--- config.mk ---
export PLATFORM = sky130hd
export DESIGN_NAME = ldst_single_unit
export DESIGN_NICKNAME = d
export VERILOG_FILES = /design/src/rtl/ldst_pkg.sv /design/src/rtl/ldst_agu.sv /design/src/rtl/ldst_lane.sv /design/src/rtl/ldst_cost.sv /design/src/rtl/ldst_single_unit.sv
export SDC_FILE = /design/constraint.sdc
export NUM_CORES = 1
export LEC_CHECK = 0
export BUFFER_PORTS_ARGS = -buffer_cell sky130_fd_sc_hd__buf_2
export CORE_UTILIZATION = 55
export DETAILED_ROUTE_END_ITERATION = 16
export HOLD_SLACK_MARGIN = 0.15
export MAX_ROUTING_LAYER = met4
export PLACE_DENSITY = 0.82
export SLEW_MARGIN = 20
export SYNTH_ARGS = -nofsm -noshare
export SYNTH_HDL_FRONTEND = slang
export SYNTH_HIERARCHICAL = 1
export SYNTH_SLANG_ARGS = --single-unit
--- constraint.sdc ---
create_clock -name clk -period 5.7 [get_ports clk]
set_input_delay 0.285 -clock clk [delete_from_list [all_inputs] [get_ports clk]]
set_output_delay 0.285 -clock clk [all_outputs]
set_load 0.02 [all_outputs]
--- src/rtl/ldst_pkg.sv ---
package ldst_pkg;

  localparam int REG_IDX_W = 4;
  localparam int INSN_W    = 26;
  localparam int IMM_W     = 12;

  // field positions within the instruction word
  localparam int POS_REG_OFF = 25;
  localparam int POS_PRE     = 24;
  localparam int POS_UP      = 23;
  localparam int POS_BYTE    = 22;
  localparam int POS_WB      = 21;
  localparam int POS_LOAD    = 20;
  localparam int POS_RN      = 16;
  localparam int POS_RD      = 12;

  typedef enum logic [2:0] {
    ST_IDLE,
    ST_MEM,
    ST_WBASE,
    ST_WLOAD,
    ST_FIN
  } xfer_state_e;

  typedef struct packed {
    logic                 reg_off;
    logic                 pre;
    logic                 up;
    logic                 byte_sz;
    logic                 wb;
    logic                 load;
    logic [REG_IDX_W-1:0] rn;
    logic [REG_IDX_W-1:0] rd;
    logic [IMM_W-1:0]     imm;
  } xfer_op_t;

  function automatic xfer_op_t decode_op(input logic [INSN_W-1:0] w);
    xfer_op_t o;
    o.reg_off = w[POS_REG_OFF];
    o.pre     = w[POS_PRE];
    o.up      = w[POS_UP];
    o.byte_sz = w[POS_BYTE];
    o.wb      = w[POS_WB];
    o.load    = w[POS_LOAD];
    o.rn      = w[POS_RN +: REG_IDX_W];
    o.rd      = w[POS_RD +: REG_IDX_W];
    o.imm     = w[IMM_W-1:0];
    return o;
  endfunction

endpackage

--- src/rtl/ldst_agu.sv ---
module ldst_agu import ldst_pkg::*; #(
  parameter int XLEN       = 32,
  parameter int PC_FIELD_W = 26,
  parameter int PC_BIAS    = 8
) (
  input  logic                 pre,
  input  logic                 up,
  input  logic                 wb,
  input  logic [REG_IDX_W-1:0] rn_idx,
  input  logic [XLEN-1:0]      rn_val,
  input  logic [XLEN-1:0]      offset,
  output logic [XLEN-1:0]      ea,
  output logic [XLEN-1:0]      base_next
);

  localparam logic [REG_IDX_W-1:0] PC_IDX = REG_IDX_W'((1 << REG_IDX_W) - 1);
  localparam logic [XLEN-1:0] FIELD_ONES = {{(XLEN-PC_FIELD_W){1'b0}}, {PC_FIELD_W{1'b1}}};
  localparam logic [XLEN-1:0] ADDR_MASK  = FIELD_ONES & ~XLEN'(3);

  logic [XLEN-1:0] base_eff;
  logic [XLEN-1:0] pc_adj;
  logic [XLEN-1:0] moved;

  always_comb begin
    pc_adj   = (pre && wb) ? '0 : XLEN'(PC_BIAS);
    base_eff = (rn_idx == PC_IDX) ? ((rn_val & ADDR_MASK) + pc_adj) : rn_val;
    moved    = up ? (base_eff + offset) : (base_eff - offset);
    ea        = pre ? moved : base_eff;
    base_next = moved;
  end

endmodule

--- src/rtl/ldst_lane.sv ---
module ldst_lane #(
  parameter int XLEN       = 32,
  parameter int PC_FIELD_W = 26,
  parameter int PC_BIAS    = 8,
  localparam int NLANE     = XLEN / 8,
  localparam int LANE_W    = $clog2(NLANE)
) (
  input  logic              byte_sz,
  input  logic              src_is_pc,
  input  logic [XLEN-1:0]   src_val,
  input  logic [LANE_W-1:0] lane_sel,
  input  logic [XLEN-1:0]   rdata,
  input  logic              merge_pc,
  output logic [XLEN-1:0]   wdata,
  output logic [NLANE-1:0]  be,
  output logic [XLEN-1:0]   ldata
);

  localparam logic [XLEN-1:0] FIELD_ONES = {{(XLEN-PC_FIELD_W){1'b0}}, {PC_FIELD_W{1'b1}}};
  localparam logic [XLEN-1:0] ADDR_MASK  = FIELD_ONES & ~XLEN'(3);

  logic [7:0] lane_b [NLANE];
  logic [7:0] picked;

  for (genvar g = 0; g < NLANE; g++) begin : g_lane
    assign lane_b[g] = rdata[8*g +: 8];
  end

  assign picked = lane_b[lane_sel];

  always_comb begin
    if (byte_sz) begin
      wdata = {NLANE{src_val[7:0]}};
      be    = NLANE'(1) << lane_sel;
      ldata = XLEN'(picked);
    end else begin
      wdata = src_is_pc ? (src_val + XLEN'(PC_BIAS)) : src_val;
      be    = '1;
      ldata = merge_pc ? ((rdata & ADDR_MASK) | (src_val & ~ADDR_MASK)) : rdata;
    end
  end

endmodule

--- src/rtl/ldst_cost.sv ---
module ldst_cost #(
  parameter int CNT_W = 2
) (
  input  logic             load,
  input  logic             byte_sz,
  input  logic             dest_pc,
  output logic [CNT_W-1:0] n_seq,
  output logic [CNT_W-1:0] n_int,
  output logic [CNT_W-1:0] n_nseq
);

  always_comb begin
    if (load) begin
      n_seq  = CNT_W'(1);
      n_int  = CNT_W'(1);
      n_nseq = CNT_W'(1);
      if (!byte_sz && dest_pc) begin
        n_seq  = CNT_W'(2);
        n_nseq = CNT_W'(2);
      end
    end else begin
      n_seq  = '0;
      n_int  = '0;
      n_nseq = CNT_W'(2);
    end
  end

endmodule

--- src/rtl/ldst_single_unit.sv ---
module ldst_single_unit import ldst_pkg::*; #(
  parameter int XLEN       = 32,
  parameter int PC_FIELD_W = 26,
  parameter int PC_BIAS    = 8,
  parameter int CNT_W      = 2,
  localparam int NLANE     = XLEN / 8,
  localparam int LANE_W    = $clog2(NLANE)
) (
  input  logic                 clk,
  input  logic                 rst_n,
  input  logic                 start,
  input  logic [INSN_W-1:0]    insn,
  input  logic [XLEN-1:0]      shift_off,
  output logic [REG_IDX_W-1:0] rf_rn_idx,
  input  logic [XLEN-1:0]      rf_rn_data,
  output logic [REG_IDX_W-1:0] rf_rd_idx,
  input  logic [XLEN-1:0]      rf_rd_data,
  output logic                 mem_valid,
  input  logic                 mem_ready,
  output logic [XLEN-1:0]      mem_addr,
  output logic                 mem_we,
  output logic [NLANE-1:0]     mem_be,
  output logic [XLEN-1:0]      mem_wdata,
  input  logic [XLEN-1:0]      mem_rdata,
  output logic                 rf_we,
  output logic [REG_IDX_W-1:0] rf_widx,
  output logic [XLEN-1:0]      rf_wdata,
  output logic                 busy,
  output logic                 done,
  output logic                 flush,
  output logic [CNT_W-1:0]     cyc_seq,
  output logic [CNT_W-1:0]     cyc_int,
  output logic [CNT_W-1:0]     cyc_nseq
);

  localparam logic [REG_IDX_W-1:0] PC_IDX = REG_IDX_W'((1 << REG_IDX_W) - 1);

  // reset: asserted asynchronously, released on a clock edge
  logic [1:0] rst_pipe;
  logic       rst_ni;

  always_ff @(posedge clk or negedge rst_n) begin
    if (!rst_n) rst_pipe <= '0;
    else        rst_pipe <= {rst_pipe[0], 1'b1};
  end
  assign rst_ni = rst_pipe[1];

  // decode and operand formation in the start cycle
  xfer_op_t        op;
  logic [XLEN-1:0] offset;
  logic [XLEN-1:0] ea_d;
  logic [XLEN-1:0] base_next_d;
  logic            base_wr_d;
  logic            dest_pc_d;
  logic [CNT_W-1:0] seq_d, int_d, nseq_d;

  assign op        = decode_op(insn);
  assign rf_rn_idx = op.rn;
  assign rf_rd_idx = op.rd;
  assign offset    = op.reg_off ? shift_off : XLEN'(op.imm);
  assign dest_pc_d = (op.rd == PC_IDX);

  // base write is skipped when it would collide with the data register
  assign base_wr_d = (op.pre ? op.wb : 1'b1) && !((op.rn == op.rd) && (op.load || !op.pre));

  ldst_agu #(
    .XLEN(XLEN), .PC_FIELD_W(PC_FIELD_W), .PC_BIAS(PC_BIAS)
  ) agu_i (
    .pre(op.pre), .up(op.up), .wb(op.wb), .rn_idx(op.rn), .rn_val(rf_rn_data),
    .offset(offset), .ea(ea_d), .base_next(base_next_d)
  );

  ldst_cost #(.CNT_W(CNT_W)) cost_i (
    .load(op.load), .byte_sz(op.byte_sz), .dest_pc(dest_pc_d),
    .n_seq(seq_d), .n_int(int_d), .n_nseq(nseq_d)
  );

  // state
  xfer_state_e          state_q, state_d;
  logic                 accept, mem_hs;
  logic [XLEN-1:0]      ea_q, base_next_q, rdval_q, ldata_q;
  logic [REG_IDX_W-1:0] rn_q, rd_q;
  logic                 byte_q, load_q, base_wr_q, pc_word_q, flush_q;
  logic [XLEN-1:0]      ldata_d;

  assign accept = start && (state_q == ST_IDLE);
  assign mem_hs = (state_q == ST_MEM) && mem_ready;

  always_comb begin
    state_d = state_q;
    unique case (state_q)
      ST_IDLE:  if (start) state_d = ST_MEM;
      ST_MEM:   if (mem_ready) state_d = base_wr_q ? ST_WBASE : (load_q ? ST_WLOAD : ST_FIN);
      ST_WBASE: state_d = load_q ? ST_WLOAD : ST_FIN;
      ST_WLOAD: state_d = ST_FIN;
      ST_FIN:   state_d = ST_IDLE;
      default:  state_d = ST_IDLE;
    endcase
  end

  always_ff @(posedge clk or negedge rst_ni) begin
    if (!rst_ni) state_q <= ST_IDLE;
    else         state_q <= state_d;
  end

  // operand capture, enabled by accept
  always_ff @(posedge clk or negedge rst_ni) begin
    if (!rst_ni) begin
      ea_q        <= '0;
      base_next_q <= '0;
      rdval_q     <= '0;
      rn_q        <= '0;
      rd_q        <= '0;
      byte_q      <= 1'b0;
      load_q      <= 1'b0;
      base_wr_q   <= 1'b0;
      pc_word_q   <= 1'b0;
      flush_q     <= 1'b0;
      cyc_seq     <= '0;
      cyc_int     <= '0;
      cyc_nseq    <= '0;
    end else if (accept) begin
      ea_q        <= ea_d;
      base_next_q <= base_next_d;
      rdval_q     <= rf_rd_data;
      rn_q        <= op.rn;
      rd_q        <= op.rd;
      byte_q      <= op.byte_sz;
      load_q      <= op.load;
      base_wr_q   <= base_wr_d;
      pc_word_q   <= op.load && !op.byte_sz && dest_pc_d;
      flush_q     <= op.load && dest_pc_d;
      cyc_seq     <= seq_d;
      cyc_int     <= int_d;
      cyc_nseq    <= nseq_d;
    end
  end

  // lane formatting from captured operands
  ldst_lane #(
    .XLEN(XLEN), .PC_FIELD_W(PC_FIELD_W), .PC_BIAS(PC_BIAS)
  ) lane_i (
    .byte_sz(byte_q), .src_is_pc(rd_q == PC_IDX), .src_val(rdval_q),
    .lane_sel(ea_q[LANE_W-1:0]), .rdata(mem_rdata), .merge_pc(pc_word_q),
    .wdata(mem_wdata), .be(mem_be), .ldata(ldata_d)
  );

  // load data capture, enabled by the handshake
  always_ff @(posedge clk or negedge rst_ni) begin
    if (!rst_ni)     ldata_q <= '0;
    else if (mem_hs) ldata_q <= ldata_d;
  end

  // outputs
  assign mem_valid = (state_q == ST_MEM);
  assign mem_addr  = ea_q;
  assign mem_we    = !load_q;
  assign busy      = (state_q != ST_IDLE);
  assign done      = (state_q == ST_FIN);
  assign flush     = done && flush_q;

  always_comb begin
    rf_we    = 1'b0;
    rf_widx  = rn_q;
    rf_wdata = base_next_q;
    if (state_q == ST_WBASE) begin
      rf_we = 1'b1;
    end else if (state_q == ST_WLOAD) begin
      rf_we    = 1'b1;
      rf_widx  = rd_q;
      rf_wdata = ldata_q;
    end
  end

  // checks
  a_r10_req_hold: assert property (@(posedge clk) disable iff (!rst_ni)
    mem_valid && !mem_ready |=> mem_valid && $stable(mem_addr) && $stable(mem_we) && $stable(mem_wdata));
  a_r10_done_pulse: assert property (@(posedge clk) disable iff (!rst_ni)
    done |=> !done);
  a_r7_flush_in_done: assert property (@(posedge clk) disable iff (!rst_ni)
    flush |-> done);
  a_r6_byte_onehot: assert property (@(posedge clk) disable iff (!rst_ni)
    mem_valid && (mem_be != '1) |-> $countones(mem_be) == 1);
  a_r4_write_after_access: assert property (@(posedge clk) disable iff (!rst_ni)
    rf_we |-> busy && !mem_valid);
  a_r9_cost_held: assert property (@(posedge clk) disable iff (!rst_ni)
    busy |=> $stable(cyc_seq) && $stable(cyc_int) && $stable(cyc_nseq));
  a_r11_idle_quiet: assert property (@(posedge clk) disable iff (!rst_ni)
    !busy |-> !rf_we && !mem_valid && !done);

endmodule

# Word-level counts from Yosys, hierarchy flattened
# Index checks and enable logic that the tools add are counted.
[op_classes]
n_lt_le_gt_ge = 1
n_addsub = 4
shifts = 1
eq_ne = 10
multipliers = 0
bitwise = 2
reduce_logical = 18
muxes = 29
div = 0
[op_table]
columns = ["op", "n"]
rows = [
  ["$mux W32", 10],
  ["$add A26 B32 Y32", 1],
  ["$add A32 B32 Y32", 1],
  ["$add A32 B4 Y32 const B", 1],
  ["$or A26 B32 Y32", 1],
  ["$sub A32 B32 Y32", 1],
  ["$bmux W8 S2", 1],
  ["$mux W4", 4],
  ["$mux W8", 2],
  ["$eq A4 B4 Y1 const B", 3],
  ["$mux W3", 4],
  ["$pmux W3 S4", 1],
  ["$logic_and A1 B1 Y1", 10],
  ["$eq A3 B2 Y1 const B", 2],
  ["$mux W2", 3],
  ["$eq A4 B4 Y1", 1],
  ["$logic_not A1 Y1", 4],
  ["$mux W1", 4],
  ["$shl A1 B2 Y4 const A", 1],
  ["$eq A3 B1 Y1 const B", 1],
  ["$eq A3 B3 Y1 const B", 1],
  ["$ge A3 B3 Y1 const B", 1],
  ["$logic_not A3 Y1", 1],
  ["$not A2 Y3", 1],
  ["other kinds (5)", 5],
]
[word_totals]
romBits = 0
inputBits = 158
mem_count = 0
mem_bits_rw = 0
latchBits = 0
word_cells = 81
reg_bits = 152

# Depth between registers and ports, before layout
[logic_depth]
word_depth = 7
ltp_mapped = 21
depth_no_buf = 18

# Modules after synthesis
# Netlist, hierarchy kept.
[modules_own_cells]
columns = ["module", "area_each_um2", "n_inst", "cells_each"]
rows = [
  ["ldst_single_unit", 6817.8, 1, 677],
  ["ldst_agu", 3276.9, 1, 481],
  ["ldst_lane", 1333.8, 1, 214],
  ["ldst_cost", 60.1, 1, 9],
]

# Worst setup path after synthesis
# No wires, ideal clock.
[synth_path]
kind = "input port to flip-flop"
from = "input insn[25]"
to = "register ea_q[30] (netlist: mem_addr[30])"
stages = 17
path_buffers = 2
arrival_time_ns = 4.451
setup_slack_ns = 1.132
cell_sequence = "buf_1 > mux2_2 > or4_4 > or4_4 > nor4_1 > a31oi_1 > xor2_1 > ha_1 > clkbuf_1 > and3_1 > a32o_1 > a211o_1 > a31oi_1 > xnor2_1 > mux2_2 > nand2_1 > nand2_1"
[synth_between]
elab_chain_cells = 4
word_cells_on_any_way = 5
cone_classes = "add/sub (2); mux (3)"
[synth_rtl]
columns = ["item", "line", "source"]
rows = [
  ["start, declared", "ldst_single_unit.sv:12", "input logic [INSN_W-1:0] insn,"],
  ["$mux W32 *", "ldst_single_unit.sv:60", "assign offset = op.reg_off ? shift_off : XLEN'(op.imm);"],
  ["named net offset[11]", "ldst_single_unit.sv:50", "logic [XLEN-1:0] offset;"],
  ["$sub A32 B32 Y32 or $add A32 B32 Y32 (tied branches)", "ldst_agu.sv:27", "moved = up ? (base_eff + offset) : (base_eff - offset);"],
  ["$mux W32 *", "ldst_agu.sv:27", ""],
  ["named net base_next_d[30]", "ldst_single_unit.sv:52", "logic [XLEN-1:0] base_next_d;"],
  ["$mux W32 *", "ldst_agu.sv:28", "ea = pre ? moved : base_eff;"],
  ["named net ea_d[30]", "ldst_single_unit.sv:51", "logic [XLEN-1:0] ea_d;"],
  ["end signal, assigned", "ldst_single_unit.sv:109", "ea_q <= '0;"],
  ["end signal, assigned", "ldst_single_unit.sv:123", "ea_q <= ea_d;"],
  ["end, declared", "ldst_single_unit.sv:81", "logic [XLEN-1:0] ea_q, base_next_q, rdval_q, ldata_q;"],
]
# Mark *: on every way through the listed nets, which the timed path passes. The rest lies on a longest branch.
# A chain may end at the register's enable or synchronous reset.

# Worst setup path in the final report
[layout_path]
from = "input insn[25]"
to = "register ea_q[23] (netlist: mem_addr[23])"
# Same word-level chain as after synthesis.

==> metrics <==
Seq. cell area=0.00381 mm^2; RSZ-0062 raised after global routing=no; via count=between 10000 and 15000; CP delay by family, top=simple AND/OR/NAND/NOR gates; CP max stage cell=o21ai_0; Max Buffers Root-to-Sink=2; post-CTS setup buffers=0; Die Wd=147 um; synthesized cell area=between 0.01 and 0.015 mm^2; syn_nets=1575; IO Pins=282; CTS Buf Count=17; Detailed Routing Iterations Pass 1=5; Routed Wire Length=~35 mm; final worst-path cycle share=78.9%; Final setup viols=0; pwr dens=484 mW/mm^2; LEAKAGE=6.85 nW; Peak VDD IR=~0.00023 V; Overflow after GRT=0; Total GRT Usage=33.5%; main combinational cell family by area after synthesis=simple AND/OR/NAND/NOR gates; Slew @ Worst Pin=~1.0 ns; Final Wtd Congestion=0.940; register area share after synthesis=between 30% and 40%; num rows=52; port buffer count=around 280; xor/xnor share of the synthesized area=7.55%; DRC=0; crit-path cells=buf_2 > mux2_2 > nor4_1 > nand4_1 > o41ai_1 > xnor2_1 > ha_1 > and3_1 > nand3_1 > o21ai_0 > a31oi_1 > xnor2_1 > mux2_2 > nand2_1 > nand2_1; Initial Util=a little under three fifths; post-route cell area=0.0138 mm^2; ys flop type=dfrtp_1; vias in the first global route=between 10000 and 15000; maximum clock frequency=~220 MHz; post-DR vias/cell=approximately 5.6; CP Buf/Inv Count=1; diode count=0; share of layout cells above drive strength 1=around 27%; Synth Instances=1381; Hold Crit Class=primary input to register; Setup TNS Final=0 ns; Req. time, crit path=about 6.0 ns; H-tree level count=4; startpoint types=primary input; status=complete, no violations; Clock Latency Late Sink=between 0.4 and 0.5 ns; syn avg cell area=between 8 and 9 um^2; TritonCTS Sinks=about 150; clk_skew=roughly 0.017 ns; first-pass GRT wire length=between 50 and 60 mm; Post-synth EDFFs=0; Area Overhead vs Synth=20.1%; PnR worst setup slack=roughly 1.2 ns; Worst Setup Path Type=primary input to register; Placed Area=between 0.01 and 0.015 mm^2; Die Y=about 150 um; post-DP HPWL=around 26 mm; Critical Path Max Stage Delay=~0.64 ns; CTS tree=built; Post-Synth Adder-Cell Area=3.99%; Synth async-reset ratio=100%; Yosys reg bits=152; CP arrival=around 4.8 ns; Tmin final=4.50 ns; Synth cell types=65; initial antenna violation count=0; Total Nets Final=1848; CTS clk-pin slew, worst paths=0.06 ns; # resized after CTS=0; dpl ws=between 0.8 and 0.9 ns; drt wl/cell=~18 um; Die ar.=about 0.021 mm^2; Synth warnings=6; fillers=around 1700; core area=approximately 0.02 mm^2; Max-Cap Viols=0; Max Slew Vio Count=0; Root Buffer Master=clkbuf_16; Compound-Gate Fraction of Synth Area=between 10 and 15%; critical path endpoint category=register; Iteration-0 DRC Markers=about 830; Slew headroom=between 30% and 40%; final hold violations=0; Routed Antenna Nets=0; post-synthesis mux area share=13.7%; CP Max Fanout=32; pin count of the biggest net entering global routing=95; Synth Area in Simple Gates=~25%; area taken by multi-input logic gates=0.00704 mm^2
==> placed cells by master (no fill, tap or decap), drive strengths merged, types with 12 or more instances in the layout <==
cell and instances:
clkbuf 21, dlygate4sd3 44, nand3 20, and2 35, o21ai 43, nand4 12, mux2 118, inv 38
a21oi 73, nor3 14, a31oi 28, or4 15, dfrtp 152, buf 291, ha 35, nor2b 21
nor2 76, nand2 399, xnor2 56, a21o 12, xor2 43
==> repair_timing <==
action	in CTS	in global routing
setup endpoints to repair	0	0
hold buffers	44	0
hold endpoints to repair	46	0
==> worst paths after layout <==
check / from / to / slack, ns / cells past startpoint
min in group asynchronous: rst_n / rst_pipe[0]$_DFF_PN0_ / 0.20 / 2
max in group asynchronous: rst_pipe[1]$_DFF_PN0_ / base_next_q[3]$_DFFE_PN0P_ / 4.31 / 1
worst max-delay path: insn[25] / mem_addr[23]$_DFFE_PN0P_ / 1.20 / 15
worst min-delay path: insn[21] / base_wr_q$_DFFE_PN0P_ / 0.16 / 3
worst max register to register: state_q[1]$_DFFE_PN0P_ / base_next_q[22]$_DFFE_PN0P_ / 3.21 / 5
worst min register to register: rst_pipe[1]$_DFF_PN0_ / mem_addr[28]$_DFFE_PN0P_ / 0.26 / 0
==> routing by layer <==
metal | vias to the layer above | GRT usage (%) | share of wire, %
li1 | 5231 | - | -
met1 | 5120 | 46.2 | 46
met2 | 467 | 51.9 | 46
met3 | 54 | 3.94 | 6.0
met4 | 0 | 9.90 | 2.5
met5 | - | - | 0
==> per-stage QoR <==
stage / utilization (%) / total power [W] / hold WS, ns / std cells
after floorplan: - / 0.00453 / -0.0106 / 1381
after global placement: 62.9 / 0.00545 / 0.0716 / 1861
after detailed placement: 62.9 / 0.00551 / 0.0746 / 1861
after CTS: 67.7 / 0.00663 / 0.157 / 1936
after global routing: 67.8 / 0.00707 / 0.196 / 1936
final: 67.8 / 0.00667 / 0.162 / 1936
==> cells in the mapped netlist (3+ instances only) <==
library cell / number / area share, %
nand2_1: 399 / 13
dfrtp_1: 152 / 33
mux2_2: 88 / 8.6
nor2_1: 76 / 2.5
a21oi_1: 73 / 3.2
xnor2_1: 56 / 4.3
xor2_1: 43 / 3.3
o21ai_0: 40 / 1.7
inv_1: 36 / 1.2
ha_1: 35 / 3.8
and2_1: 33 / 1.8
mux2_4: 30 / 3.9
a31oi_1: 28 / 1.5
clkbuf_1: 28 / 0.91
nor2b_1: 21 / 1.1
buf_4: 20 / 1.3
nand3_1: 20 / 0.87
buf_2: 15 / 0.65
nor3_1: 13 / 0.57
or4_1: 13 / 0.85
a21o_1: 12 / 0.78
nand4_1: 11 / 0.60
nor4_1: 10 / 0.54
or3_1: 10 / 0.54
and3_1: 9 / 0.49
buf_6: 9 / 0.88
mux2i_1: 9 / 0.78
o22ai_1: 8 / 0.44
o31ai_1: 8 / 0.52
and4_1: 6 / 0.46
o21bai_1: 6 / 0.39
buf_1: 5 / 0.16
o211ai_1: 5 / 0.33
a211oi_1: 4 / 0.26
buf_12: 3 / 0.52
o211a_1: 3 / 0.26
o21ai_1: 3 / 0.13
==> report_power, final <==
part           switching (W)  internal, W  total (W)
Sequential          0.000461      0.00159    0.00205
Combinational        0.00218      0.00136    0.00355
Clock               0.000468     0.000612    0.00108
==> cell type report <==
cell class	instances	area share, %
multi-input cells	1112	51.1
flip-flops and latches	152	27.6
repair buffers	335	14.0
clock buffers	21	3.26
well taps	270	2.45
inverters	36	0.979
clock inverters	10	0.707
==> kinds of logic (layout without fill, tap and decap cells) <==
family,Yosys count,after routing
compound gates,208,208
xor+xnor,99,99
fa+ha+maj,36,36
buf+inv,117,402
flops,152,152
mux,129,129
other cells,2,2
simple gates,638,638
==> worst reg2reg max path, cell delays in order, from the launching register on <==
cell and delay [ns]:
dfrtp_1 0.49, nor3_2 0.38, and2_4 0.74, buf_4 0.56, nand2_1 0.18, nand2_1 0.08
==> sequential cells by signal, indices dropped and copies added (netlist names) <==
name,flops
base_next_q,32
ldata_q,32
mem_addr,32
rdval_q,32
rd_q,4
rn_q,4
state_q,3
cyc_int,2
cyc_nseq,2
cyc_seq,2
rst_pipe,2
base_wr_q,1
byte_q,1
flush_q,1
load_q,1
pc_word_q,1
Power figures use the tool's default switching activity.
